$ cat src/rtl/dmt_pkg.sv
package dmt_pkg;
  localparam int unsigned NUM_MATCH = 2;

  typedef enum logic [2:0] {
    LD_HOLD,
    LD_WRITE,
    LD_START,
    LD_ENABLE,
    LD_WRAP,
    LD_STEP
  } cnt_sel_e;
endpackage

$ cat src/rtl/dmt_wreg.sv
module dmt_wreg #(
  parameter int unsigned W = 32
) (
  input  logic         clk_i,
  input  logic         rst_ni,
  input  logic         we_i,
  input  logic [W-1:0] d_i,
  output logic [W-1:0] q_o
);
  always_ff @(posedge clk_i or negedge rst_ni) begin
    if (!rst_ni)   q_o <= '0;
    else if (we_i) q_o <= d_i;
  end
endmodule

$ cat src/rtl/dmt_match_cmp.sv
module dmt_match_cmp #(
  parameter int unsigned W = 32
) (
  input  logic [W-1:0] match_i,
  input  logic [W-1:0] reload_i,
  input  logic [W-1:0] probe_i,
  output logic         eff_zero_o,
  output logic         hit_nz_o
);
  logic [W-1:0] eff;

  // out-of-range compare folds onto zero
  assign eff        = (match_i < reload_i) ? match_i : '0;
  assign eff_zero_o = (eff == '0);
  assign hit_nz_o   = !eff_zero_o && (probe_i == eff);
endmodule

$ cat src/rtl/dmt_counter.sv
module dmt_counter
  import dmt_pkg::*;
#(
  parameter int unsigned W = 32
) (
  input  logic         clk_i,
  input  logic         rst_ni,
  input  cnt_sel_e     sel_i,
  input  logic [W-1:0] wdata_i,
  input  logic [W-1:0] reload_i,
  output logic [W-1:0] cnt_o,
  output logic [W-1:0] dec_o
);
  logic [W-1:0] cnt_d;

  assign dec_o = cnt_o - 1'b1;

  always_comb begin
    unique case (sel_i)
      LD_WRITE, LD_START:  cnt_d = wdata_i;
      LD_ENABLE, LD_WRAP:  cnt_d = reload_i;
      LD_STEP:             cnt_d = dec_o;
      default:             cnt_d = cnt_o;
    endcase
  end

  always_ff @(posedge clk_i or negedge rst_ni) begin
    if (!rst_ni) cnt_o <= '0;
    else         cnt_o <= cnt_d;
  end
endmodule

$ cat src/rtl/dmt_irq.sv
module dmt_irq (
  input  logic clk_i,
  input  logic rst_ni,
  input  logic event_i,
  output logic irq_o,
  output logic sts_o
);
  always_ff @(posedge clk_i or negedge rst_ni) begin
    if (!rst_ni) begin
      irq_o <= 1'b0;
      sts_o <= 1'b0;
    end else if (event_i) begin
      irq_o <= ~irq_o;
      sts_o <= 1'b1;
    end
  end
endmodule

$ cat src/rtl/dmt_channel.sv
module dmt_channel
  import dmt_pkg::*;
#(
  parameter int unsigned CNT_W = 32
) (
  input  logic             clk_i,
  input  logic             rst_ni,
  input  logic             tick_i,
  input  logic             enable_i,
  input  logic             ovf_irq_en_i,
  input  logic             wr_count_i,
  input  logic             wr_reload_i,
  input  logic             wr_match_a_i,
  input  logic             wr_match_b_i,
  input  logic [CNT_W-1:0] wdata_i,
  output logic [CNT_W-1:0] count_o,
  output logic             irq_o,
  output logic             sts_o
);
  logic [CNT_W-1:0]                reload_q;
  logic [NUM_MATCH-1:0][CNT_W-1:0] match_q;
  logic [NUM_MATCH-1:0]            wr_match;
  logic [NUM_MATCH-1:0]            eff_zero;
  logic [NUM_MATCH-1:0]            hit_nz;
  logic [CNT_W-1:0]                cnt_q;
  logic [CNT_W-1:0]                cnt_dec;
  logic                            en_q;
  logic                            reload_zero;
  logic                            start_ld;
  logic                            tick_ok;
  logic                            land_zero;
  logic                            event_d;
  cnt_sel_e                        sel;

  assign wr_match = {wr_match_b_i, wr_match_a_i};

  dmt_wreg #(.W(CNT_W)) u_reload (
    .clk_i (clk_i),
    .rst_ni(rst_ni),
    .we_i  (wr_reload_i),
    .d_i   (wdata_i),
    .q_o   (reload_q)
  );

  for (genvar m = 0; m < NUM_MATCH; m++) begin : g_match
    dmt_wreg #(.W(CNT_W)) u_reg (
      .clk_i (clk_i),
      .rst_ni(rst_ni),
      .we_i  (wr_match[m]),
      .d_i   (wdata_i),
      .q_o   (match_q[m])
    );
    dmt_match_cmp #(.W(CNT_W)) u_cmp (
      .match_i   (match_q[m]),
      .reload_i  (reload_q),
      .probe_i   (cnt_dec),
      .eff_zero_o(eff_zero[m]),
      .hit_nz_o  (hit_nz[m])
    );
  end

  always_ff @(posedge clk_i or negedge rst_ni) begin
    if (!rst_ni) en_q <= 1'b0;
    else         en_q <= enable_i;
  end

  assign reload_zero = (reload_q == '0);
  assign start_ld    = wr_reload_i && reload_zero && (wdata_i != '0) && enable_i;
  assign tick_ok     = tick_i && enable_i && !reload_zero;

  always_comb begin
    if (wr_count_i && enable_i)   sel = LD_WRITE;
    else if (start_ld)            sel = LD_START;
    else if (enable_i && !en_q)   sel = LD_ENABLE;
    else if (tick_ok && cnt_q == '0) sel = LD_WRAP;
    else if (tick_ok)             sel = LD_STEP;
    else                          sel = LD_HOLD;
  end

  dmt_counter #(.W(CNT_W)) u_cnt (
    .clk_i   (clk_i),
    .rst_ni  (rst_ni),
    .sel_i   (sel),
    .wdata_i (wdata_i),
    .reload_i(reload_q),
    .cnt_o   (cnt_q),
    .dec_o   (cnt_dec)
  );

  assign land_zero = (cnt_dec == '0);
  assign event_d   = (sel == LD_STEP) &&
                     (land_zero ? (ovf_irq_en_i || (|eff_zero)) : (|hit_nz));

  dmt_irq u_irq (
    .clk_i  (clk_i),
    .rst_ni (rst_ni),
    .event_i(event_d),
    .irq_o  (irq_o),
    .sts_o  (sts_o)
  );

  assign count_o = enable_i ? cnt_q : reload_q;
endmodule

$ cat config.mk
export PLATFORM = sky130hd
export DESIGN_NAME = dmt_channel
export DESIGN_NICKNAME = d
export VERILOG_FILES = /design/src/rtl/dmt_pkg.sv /design/src/rtl/dmt_wreg.sv /design/src/rtl/dmt_match_cmp.sv /design/src/rtl/dmt_counter.sv /design/src/rtl/dmt_irq.sv /design/src/rtl/dmt_channel.sv
export SDC_FILE = /design/constraint.sdc
export NUM_CORES = 1
export LEC_CHECK = 0
export BUFFER_PORTS_ARGS = -buffer_cell sky130_fd_sc_hd__buf_4
export CORE_MARGIN = 4
export CORE_UTILIZATION = 63
export DETAILED_ROUTE_END_ITERATION = 10
export HOLD_SLACK_MARGIN = 0.06
export PLACE_DENSITY = 0.82
export SLEW_MARGIN = 20
export SYNTH_ARGS = -nofsm -noshare
export SYNTH_HDL_FRONTEND = slang
export SYNTH_HIERARCHICAL = 1
export SYNTH_SLANG_ARGS = --single-unit
$ cat constraint.sdc
create_clock -name clk_i -period 5.17 [get_ports clk_i]
set_clock_uncertainty 0.1 [all_clocks]
set_input_delay 1.034 -clock clk_i [delete_from_list [all_inputs] [get_ports clk_i]]
set_output_delay 1.034 -clock clk_i [all_outputs]
set_load 0.01 [all_outputs]
==> summary.md <==
| Metric | Value |
|---|---|
| Status | finished clean |
| Die X-Extent | 143.3 um |
| Synth Net Count | between 1,000 and 1,500 |
| Placed cells | roughly 1,400 |
| Fin nets | around 1,300 |
| Crit end category | flip-flop |
| RSZ-0062 raised after global routing | false |
| Startpoint types | flip-flop |
| Die area | 0.02052 mm^2 |
| Final setup fails | 0 |
| Final wirelength | just under 40,000 um |
| Multiplexer share of the synthesized area | 0.1833 |
| RePlAce Congestion | a little over 1 |
| Synth area leaders | dfrtp_1, mux2_4, ha_1, mux2_2, a21oi_1 |
| Die height | roughly 140 um |
| R2r worst-path depth | 12 |
| First-pass GRT wire length | between 50,000 and 60,000 um |
| CP Class | flip-flop to flip-flop |
| Row Count | around 50 |
| Clock-pin slew on the worst setup and hold paths | about 0.060 ns |
| EDFF count, synth | 0 |
| Root buf cell | clkbuf_16 |
| Postcts setup bufs | 0 |
| # port buffers | between 70 and 80 |
| Arrival time at the worst endpoint | around 5 ns |
| Synth Warn # | 6 |
| Max_slew headroom | 0.2636 |
| Deepest clock path buffer count | 2 |
| Worst-Skew Late Latency | 0.44 ns |
| Initial antenna violation count | 0 |
| Post-DP HPWL | between 20,000 and 30,000 um |
| Synthesized flop and latch total | roughly 130 |
| Post-Syn Area | 0.01153 mm^2 |
| Post-CTS Resized | 0 |
| F_max | 0.2073 GHz |
| Total number of vias | about 10,000 |
| Worst-margin pin slew | 1.105 ns |
| Mapped Avg Cell Area | around 10 um^2 |
| Hold Violations, Final | 0 |
| Critical Path RT | 5.42 ns |
| Ant diodes | 0 |
| Hold WC Path Type | flip-flop to flip-flop |
| Synth Flop Type | dfrtp_1 |
| H-tree levels | 4 |
| Max Slew Vio Count | 0 |
| Final core utilization | 0.7091 |
| Vias in the first global route | between 9,000 and 10,000 |
| Largest area contributor in the netlist | dfrtp_1 |
| Share of layout cells above drive strength 1 | 0.2446 |
| Routed vias/inst | 7.106 |
| Area Overhead vs Synth | 10.52% |
| Number of DRC markers in iteration 0 | 1,609 |
| Largest net degree at the start of global routing | 75 |
| Synth top area share | 0.2844 |
| Worst VDD drop | ~260 uV |
| Largest family of logic cells by synthesized area | simple AND/OR/NAND/NOR gates |
| Synth async-reset ratio | 1.000 |
| Drt drc | 0 |
| CTS buffer count | 17 |
| Final period util | 0.9329 |
| Crit-path max FO | 9 |
| Non-filler instance count after layout | 1,472 |
| Final setup TNS | 0 ns |
| Hold Crit Depth | 1 |
| Pwr dens | 334.6 mW/mm^2 |
| Cells after synthesis | roughly 1,200 |
| Fin crit period | 4.823 ns |
| Starting density of the core | 0.6416 |
| Seq/Total Area, Yosys | 0.2844 |
| Synth Area in Compound Gates | 0.1591 |
| Initial DRT Pass Iterations | 6 |
| Routed len/inst | 26.37 um |
| Leakage power | 5.657 nW |
| Core area | around 0.018 mm^2 |
| Post-route ant nets | 0 |
| Max-cap viol count | 0 |
| Clk sinks | between 100 and 150 |
| Global-route usage over all layers | 0.3743 |
| Simple logic cell fraction of the synthesized area | 0.1890 |
| Top-level port count | 75 |
| CTS Hold Bufs | 0 |
| TritonCTS clock tree | built |
| Unique masters post-synth | between 70 and 80 |
| Synth Area in Adders | 0.06839 |
| GRT Residual Overflow | 0 |
| Synth Area in XOR/XNOR | 0.05015 |
path summary, 6_finish.rpt:
kind | start | to | slack [ns]
min | u_irq/irq_o$_DFFE_PN0P_ | u_irq/irq_o$_DFFE_PN0P_ | 0.47
min reg2reg | u_irq/irq_o$_DFFE_PN0P_ | u_irq/irq_o$_DFFE_PN0P_ | 0.47
min in group asynchronous | rst_ni | g_match[0].u_reg/q_o[29]$_DFFE_PN0P_ | 0.53
max | u_cnt/cnt_o[17]$_DFFE_PN0P_ | u_irq/irq_o$_DFFE_PN0P_ | 0.35
max reg2reg | u_cnt/cnt_o[17]$_DFFE_PN0P_ | u_irq/irq_o$_DFFE_PN0P_ | 0.35
max in group asynchronous | rst_ni | g_match[1].u_reg/q_o[4]$_DFFE_PN0P_ | 3.50
registers in the layout (all words and copies together), names as in the netlist:
signal / flops
g_match.u_reg/q_o: 64
en_q: 1
u_cnt/cnt_o: 32
u_irq/irq_o: 1
u_irq/sts_o: 1
u_reload/q_o: 32
per-stage QoR:
stage / power [mW] / cell area, um^2 / hold slack [ns] / setup WS [ns]
after floorplan: 2.375 / 11530 / 0.4039 / 1.065
after global placement: 2.823 / 12100 / 0.4429 / 0.5654
after detailed placement: 2.868 / 12100 / 0.4353 / 0.4248
after CTS: 4.215 / 12740 / 0.4512 / 0.4109
after global routing: 4.428 / 12740 / 0.4772 / 0.1460
final: 4.262 / 12740 / 0.4682 / 0.3470
cell families (layout without fill, tap and decap cells):
kind of cell               after synthesis  count (layout)
AOI/OAI and AO/OA                      269             269
buffers and inverters                  132             208
DFF                                    131             131
adders and majority gates               63              63
xor gates and xnor gates                66              66
and+or+nand+nor                        345             345
muxes                                  161             161
layer usage:
metal / global-route usage / vias to the layer above / share of wire / wire length (um)
met2: 0.5670 / 692 / 0.44 / 16970
met3: 0.08171 / 118 / 0.11 / 4358
met5: 0 / - / 0 / 0
li1: - / 4522 / - / -
met1: 0.5304 / 5128 / 0.41 / 15900
met4: 0.1323 / 0 / 0.041 / 1579
report_power, final:
part	internal, mW	switching (mW)	total, mW
logic	0.673	0.778	1.45
clock network	0.821	0.524	1.34
registers	1.15	0.316	1.47
total	2.64	1.62	4.26
critical path, stage by stage (launching register included):
cell	delay, ns
dfrtp_1	0.47
or4_4	0.60
or3_1	0.64
nor4_4	0.43
xor2_1	0.49
nor4bb_1	0.35
a31oi_1	0.07
a2bb2oi_1	0.17
a2111o_1	0.40
nor4_2	0.37
nor3_1	0.10
nor4bb_1	0.37
xor2_1	0.17
area by class of cell:
cell class	instances	area [um^2]
clock buffers	17	425.4
clock inverters	15	217.7
fillers	1363	5225
inverters	78	292.8
multi-input cells	904	7498
flip-flops and latches	131	3278
well taps	229	286.5
repair buffers	98	739.5
placed cells by master (no fill, tap or decap), types with 5 or more instances in the layout:
| master | count |
|---|---|
| nor3_1 | 31 |
| nor4_4 | 10 |
| nand2b_1 | 9 |
| o22a_1 | 14 |
| inv_1 | 78 |
| o22ai_1 | 21 |
| mux2i_1 | 30 |
| nand4_1 | 27 |
| a21oi_1 | 80 |
| buf_4 | 97 |
| nor4_1 | 44 |
| dfrtp_1 | 131 |
| mux2_4 | 90 |
| xor2_1 | 23 |
| nor2b_1 | 28 |
| or3_1 | 8 |
| nor4bb_1 | 23 |
| nand2_1 | 40 |
| a2bb2oi_1 | 7 |
| mux2_2 | 41 |
| o21ai_0 | 29 |
| o32ai_1 | 5 |
| o221ai_1 | 9 |
| nor4_2 | 5 |
| clkbuf_16 | 17 |
| o21a_1 | 19 |
| nor2_1 | 67 |
| xnor2_1 | 43 |
| nand3b_1 | 5 |
| a31oi_1 | 23 |
| o211ai_1 | 10 |
| o2bb2ai_1 | 7 |
| ha_1 | 63 |
| nand3_1 | 17 |
Yosys cell counts (4+ instances only):
master and number:
a21o_1 4, a21oi_1 80, a2bb2oi_1 7, a31oi_1 23, and4_1 4, buf_12 9
buf_2 6, buf_6 7, clkbuf_1 23, clkbuf_8 5, dfrtp_1 131, ha_1 63
inv_1 78, mux2_2 41, mux2_4 90, mux2i_1 30, nand2_1 40, nand2b_1 9
nand3_1 17, nand3b_1 5, nand4_1 27, nor2_1 67, nor2b_1 28, nor3_1 32
nor4_1 44, nor4_2 5, nor4_4 10, nor4bb_1 23, o211ai_1 10, o21a_1 19
o21ai_0 29, o21ai_1 4, o221ai_1 9, o22a_1 14, o22ai_1 21, o2bb2a_1 4
o2bb2ai_1 7, o32ai_1 5, or3_1 8, or4_1 4, xnor2_1 43, xor2_1 23
Power figures use the tool's default switching activity.
